[src/rtl/tmr_mode_pkg.sv]
package tmr_mode_pkg;
  localparam int unsigned FEAT_BIT = 0;
  localparam int unsigned CAPT_BIT = 1;
  localparam int unsigned SYNC_BIT = 2;
  localparam int unsigned INIT_BIT = 3;
  localparam int unsigned UNLK_BIT = 4;
  localparam int unsigned LOCK_BIT = 6;

  typedef struct packed {
    logic feat_en;
    logic cap_test;
    logic sync_sel;
  } mode_fields_t;
endpackage

[src/rtl/tmr_wp_lock.sv]
module tmr_wp_lock (
  input  logic clk,
  input  logic rst_n,
  input  logic stat_rd_hit,
  input  logic stat_wr_lock,
  input  logic mode_wr_hit,
  input  logic unlock_req,
  input  logic any_access,
  output logic prot_on,
  output logic armed
);
  logic prot_d;
  logic armed_d;

  always_comb begin
    prot_d = prot_on;
    if (stat_wr_lock)
      prot_d = 1'b1;
    else if (mode_wr_hit && unlock_req && armed && prot_on)
      prot_d = 1'b0;
  end

  always_comb begin
    armed_d = armed;
    if (stat_rd_hit && prot_on)
      armed_d = 1'b1;
    else if (any_access)
      armed_d = 1'b0;
  end

  always_ff @(posedge clk or negedge rst_n) begin
    if (!rst_n) begin
      prot_on <= 1'b1;
      armed   <= 1'b0;
    end else begin
      prot_on <= prot_d;
      armed   <= armed_d;
    end
  end

  AST_LOCK_ON_WRITE: assert property (@(posedge clk) disable iff (!rst_n)
    stat_wr_lock |=> prot_on);
  AST_UNLOCK_NEEDS_ARM: assert property (@(posedge clk) disable iff (!rst_n)
    $fell(prot_on) |-> $past(armed) && $past(mode_wr_hit));
  AST_ZERO_KEEPS_LOCK: assert property (@(posedge clk) disable iff (!rst_n)
    (mode_wr_hit && !unlock_req && prot_on) |=> prot_on);
  AST_ARM_CANCEL: assert property (@(posedge clk) disable iff (!rst_n)
    (any_access && !stat_rd_hit) |=> !armed);
endmodule

[src/rtl/tmr_mode_fields.sv]
module tmr_mode_fields
  import tmr_mode_pkg::*;
#(
  parameter int unsigned DATA_W = 8
) (
  input  logic              clk,
  input  logic              rst_n,
  input  logic              mode_wr_hit,
  input  logic [DATA_W-1:0] wdata,
  input  logic              prot_on,
  output mode_fields_t      fields,
  output logic              init_pulse
);
  mode_fields_t fields_d;

  always_comb begin
    fields_d = fields;
    if (mode_wr_hit) begin
      fields_d.sync_sel = wdata[SYNC_BIT];
      if (!prot_on) begin
        fields_d.feat_en  = wdata[FEAT_BIT];
        fields_d.cap_test = wdata[CAPT_BIT];
      end
    end
  end

  always_ff @(posedge clk or negedge rst_n) begin
    if (!rst_n) begin
      fields     <= '0;
      init_pulse <= 1'b0;
    end else begin
      fields     <= fields_d;
      init_pulse <= mode_wr_hit && wdata[INIT_BIT];
    end
  end

  AST_LOCKED_FIELDS_HOLD: assert property (@(posedge clk) disable iff (!rst_n)
    prot_on |=> $stable(fields.feat_en) && $stable(fields.cap_test));
  AST_INIT_FROM_WRITE: assert property (@(posedge clk) disable iff (!rst_n)
    init_pulse |-> $past(mode_wr_hit) && $past(wdata[INIT_BIT]));
  AST_SYNC_TRACKS: assert property (@(posedge clk) disable iff (!rst_n)
    mode_wr_hit |=> fields.sync_sel == $past(wdata[SYNC_BIT]));
endmodule

[src/rtl/tmr_rd_mux.sv]
module tmr_rd_mux
  import tmr_mode_pkg::*;
#(
  parameter int unsigned DATA_W = 8
) (
  input  logic              rd,
  input  logic              mode_sel,
  input  logic              stat_sel,
  input  mode_fields_t      fields,
  input  logic              prot_on,
  output logic [DATA_W-1:0] rdata
);
  always_comb begin
    rdata = '0;
    if (rd && mode_sel) begin
      rdata[FEAT_BIT] = fields.feat_en;
      rdata[CAPT_BIT] = fields.cap_test;
      rdata[SYNC_BIT] = fields.sync_sel;
      rdata[UNLK_BIT] = ~prot_on;
    end else if (rd && stat_sel) begin
      rdata[LOCK_BIT] = prot_on;
    end
  end

  always_comb begin
    if (rd && mode_sel)
      AST_DUAL_VIEW: assert (rdata[INIT_BIT] == 1'b0);
  end
endmodule

[src/rtl/tmr_mode_ctl.sv]
module tmr_mode_ctl
  import tmr_mode_pkg::*;
#(
  parameter int unsigned ADDR_W    = 4,
  parameter int unsigned DATA_W    = 8,
  parameter logic [ADDR_W-1:0] MODE_ADDR = 4'h9,
  parameter logic [ADDR_W-1:0] STAT_ADDR = 4'h1
) (
  input  logic              clk,
  input  logic              rst_n,
  input  logic [ADDR_W-1:0] bus_addr,
  input  logic              bus_wr,
  input  logic [DATA_W-1:0] bus_wdata,
  input  logic              bus_rd,
  output logic [DATA_W-1:0] bus_rdata,
  output logic              feat_en_o,
  output logic              cap_test_o,
  output logic              sync_sel_o,
  output logic              init_pulse_o,
  output logic              prot_on_o
);
  logic         mode_sel, stat_sel;
  logic         prot_on, armed;
  mode_fields_t fields;
  logic         unused_armed;

  assign mode_sel = (bus_addr == MODE_ADDR);
  assign stat_sel = (bus_addr == STAT_ADDR);

  tmr_wp_lock u_lock (
    .clk          (clk),
    .rst_n        (rst_n),
    .stat_rd_hit  (bus_rd && stat_sel),
    .stat_wr_lock (bus_wr && stat_sel && bus_wdata[LOCK_BIT]),
    .mode_wr_hit  (bus_wr && mode_sel),
    .unlock_req   (bus_wdata[UNLK_BIT]),
    .any_access   (bus_rd || bus_wr),
    .prot_on      (prot_on),
    .armed        (armed)
  );

  tmr_mode_fields #(.DATA_W(DATA_W)) u_fields (
    .clk         (clk),
    .rst_n       (rst_n),
    .mode_wr_hit (bus_wr && mode_sel),
    .wdata       (bus_wdata),
    .prot_on     (prot_on),
    .fields      (fields),
    .init_pulse  (init_pulse_o)
  );

  tmr_rd_mux #(.DATA_W(DATA_W)) u_rd (
    .rd       (bus_rd),
    .mode_sel (mode_sel),
    .stat_sel (stat_sel),
    .fields   (fields),
    .prot_on  (prot_on),
    .rdata    (bus_rdata)
  );

  assign unused_armed = armed;
  assign feat_en_o  = fields.feat_en;
  assign cap_test_o = fields.cap_test;
  assign sync_sel_o = fields.sync_sel;
  assign prot_on_o  = prot_on;

  AST_RESET_LOCKED: assert property (@(posedge clk) disable iff (!rst_n)
    $rose(rst_n) |-> prot_on_o);
endmodule

[config.mk]
export PLATFORM = sky130hd
export DESIGN_NAME = tmr_mode_ctl
export DESIGN_NICKNAME = d
export VERILOG_FILES = /design/src/rtl/tmr_mode_pkg.sv /design/src/rtl/tmr_wp_lock.sv /design/src/rtl/tmr_mode_fields.sv /design/src/rtl/tmr_rd_mux.sv /design/src/rtl/tmr_mode_ctl.sv
export SDC_FILE = /design/constraint.sdc
export NUM_CORES = 1
export LEC_CHECK = 0
export CORE_AREA = 2 2 39 41
export CTS_CLUSTER_DIAMETER = 150
export DETAILED_ROUTE_END_ITERATION = 6
export DIE_AREA = 0 0 41 43
export DONT_BUFFER_PORTS = 1
export GPL_TIMING_DRIVEN = 0
export SYNTH_ARGS = -nofsm -noshare
export SYNTH_HDL_FRONTEND = slang
export SYNTH_SLANG_ARGS = --single-unit
[constraint.sdc]
create_clock -name clk -period 1.5 [get_ports clk]
set_input_delay 0.3 -clock clk [delete_from_list [all_inputs] [get_ports clk]]
set_output_delay 0.3 -clock clk [all_outputs]
set_load 0.01 [all_outputs]
==> impl_metrics.tcl <==
set metrics [dict create \
    yosysUniqueCellTypes 15 \
    wl_um 682 \
    ys_seq_elements 6 \
    worst-setup-path-type "reg -> out" \
    synthTopCellsByArea "dfrtp_1 36%, mux2_4 13%, and3_2 8.8%" \
    hold_ws_ns 0.203 \
    slew_viol_final 0 \
    clock_skew_ns 0.000770 \
    fin_crit_sh_pct 92.2 \
    critPathLaunchType "register" \
    r2r_setup_slack_ns 0.33 \
    tritoncts "built" \
    fmax_ghz 0.723 \
    yosysTopAreaCellShare_pct 36.5 \
    p_sw_share_pct 25.1 \
    start_util_pct 24.8 \
    combPwrFrac_pct 14.0 \
    setup_viol 0 \
    antenna-diode-count 0 \
    core_area_sq_um 1380 \
    fin_nets 52 \
    grt_pass1_vias 265 \
    port_buffers 0 \
    ys_seq_area_share_pct 44.2 \
    power_density_nw_per_um2 1120 \
    path_buf_inv 0 \
    syn-instance-count 28 \
    drive_above_1_share_pct 45.7 \
    num_vias 240 \
    die_y_um 43 \
    rsz0062_at_grt "no" \
    vias_per_cell 4.71 \
    fin_cells 51 \
    clk_pin_slew_ns 0.05 \
    switchingPower_mw 0.114 \
    drv_cap 0 \
    routabilityCongestion 0.621 \
    root_buffer "clkbuf_4" \
    yosysTopAreaCell "dfrtp_1" \
    drt-pass1-iter-count 2 \
    area_growth_pct 18.6 \
    leakage_nw 0.221 \
    drt_iter0_markers 3 \
    dp.cells 46 \
    die_area_sq_um 1760 \
    syn_avg_cell_area_sq_um 12.2 \
    gr-usage-all-layers_pct 9.90 \
    grt_start_max_net_pins 9 \
    cts_sinks 6 \
    drc_errors 0 \
    hp-class "in -> reg" \
    holdCritStartpoint "bus_wdata[1]" \
    period_minus_slack_ns 1.38 \
    internal_power_mw 0.340 \
    ant_nets 0 \
    path_cells "and3_1" \
    wl_per_cell_um 13.4 \
    cts_inserted_buffers 3 \
    arrival_ns 1.08 \
    p_seq_share_pct 50.9 \
    cp_slowest_stage_delay_ns 0.59 \
    fin_setup_tns_ns 0 \
    grt_pass1_wl_um 1060 \
    cp-end-kind "primary output" \
    vdd_drop_max_mv 0.688 \
    finalHoldViolCount 0 \
    slowest_stage "dfstp_2" \
    required_ns 1.20 \
    place_area_sq_um 370 \
    die_x_um 41 \
    yosys_warnings 0 \
    clk_latency_ns 0.24 \
    startpoint "u_lock.prot_on" \
    syn_area_sq_um 343 \
    final_area_sq_um 407 \
    cts_setup_buffers 0 \
    num_rows 14 \
    antenna_found_initial 0 \
    cts_resized 0 \
    outcome "complete, no violations" \
    globalRouteOverflowTotal 0 \
    p_clk_share_pct 35.1 \
    cts.htree.levels 1 \
    worstPathMaxFanout 5 \
    cts.path.max_buffers 2 \
    ios 29 \
    critical_path.top_delay_family "flip-flops" \
    reg2reg_from "u_lock.prot_on" \
    ctsHoldBuffers 1 \
]
==> cell usage in the layout (no fill, tap or decap) <==
master / instances
buf_4: 3
dfstp_2: 1
nor4b_1: 1
a32o_1: 1
nor2_1: 2
nand4_1: 1
clkbuf_4: 3
dlygate4sd3_1: 1
dfrtp_1: 5
a21o_1: 1
clkbuf_1: 1
and4bb_4: 1
mux2_4: 3
conb_1: 3
nand2_1: 2
and3_2: 4
and3_1: 1
nand3b_4: 1
==> through the flow <==
stage | total power [mW] | util, % | setup WS [ns]
2_1_floorplan | 0.282 | - | 0.314
3_3_place_gp | 0.292 | 26.8 | 0.209
3_5_place_dp | 0.293 | 26.8 | 0.215
4_1_cts | 0.465 | 29.4 | 0.0958
5_1_grt | 0.491 | 29.4 | 0.0651
6_report | 0.454 | 29.4 | 0.118
==> power by group through the flow <==
stage | clock network [mW] | registers, mW | logic, mW
after floorplan | 0 | 0.226 | 0.0562
after global placement | 0 | 0.234 | 0.0585
after detailed placement | 0 | 0.234 | 0.0592
after CTS | 0.169 | 0.232 | 0.0646
after global routing | 0.186 | 0.237 | 0.0687
final | 0.159 | 0.231 | 0.0637
==> synthesized netlist by cell type <==
cell type  instances
a21o_1             1
a32o_1             1
and3_1             1
and3_2             4
and4bb_4           1
buf_4              3
conb_1             1
dfrtp_1            5
dfstp_2            1
mux2_4             3
nand2_1            2
nand3b_4           1
nand4_1            1
nor2_1             2
nor4b_1            1
==> cells by family after synthesis <==
logic type	share of synthesized area, %
mux	13.1
other cells	1.09
simple gates	29.9
buf+inv	6.57
flops	44.2
compound gates	5.11
==> area by class of cell <==
class                   instances  area, sq um
fillers                       142          977
multi-input cells              21          176
flip-flops and latches          6          151
clock buffers                   4         26.3
plain buffers                   3         22.5
well taps                      16         20.0
repair buffers                  1         10.0
==> flip-flops by register name, indices dropped and copies added, names as in the netlist <==
name,count
u_fields.fields,3
u_fields.init_pulse,1
u_lock.armed,1
u_lock.prot_on,1
==> final timing paths <==
kind | end | cells after the start
max reg2reg | u_fields.fields[2] | 2
max | bus_rdata[6] | 1
min reg2reg | u_lock.armed | 1
min in group asynchronous | u_fields.fields[0] | 1
max in group asynchronous | u_lock.prot_on | 1
min | u_fields.fields[1] | 1
==> per-layer routing <==
layer	GRT usage, %	part of all wire [%]	wire length [um]
met1	8.85	38	259
met2	15.6	48	326
met5	0	0	0
met3	9.42	14	97
met4	2.00	0	0
Power figures use the tool's default switching activity.
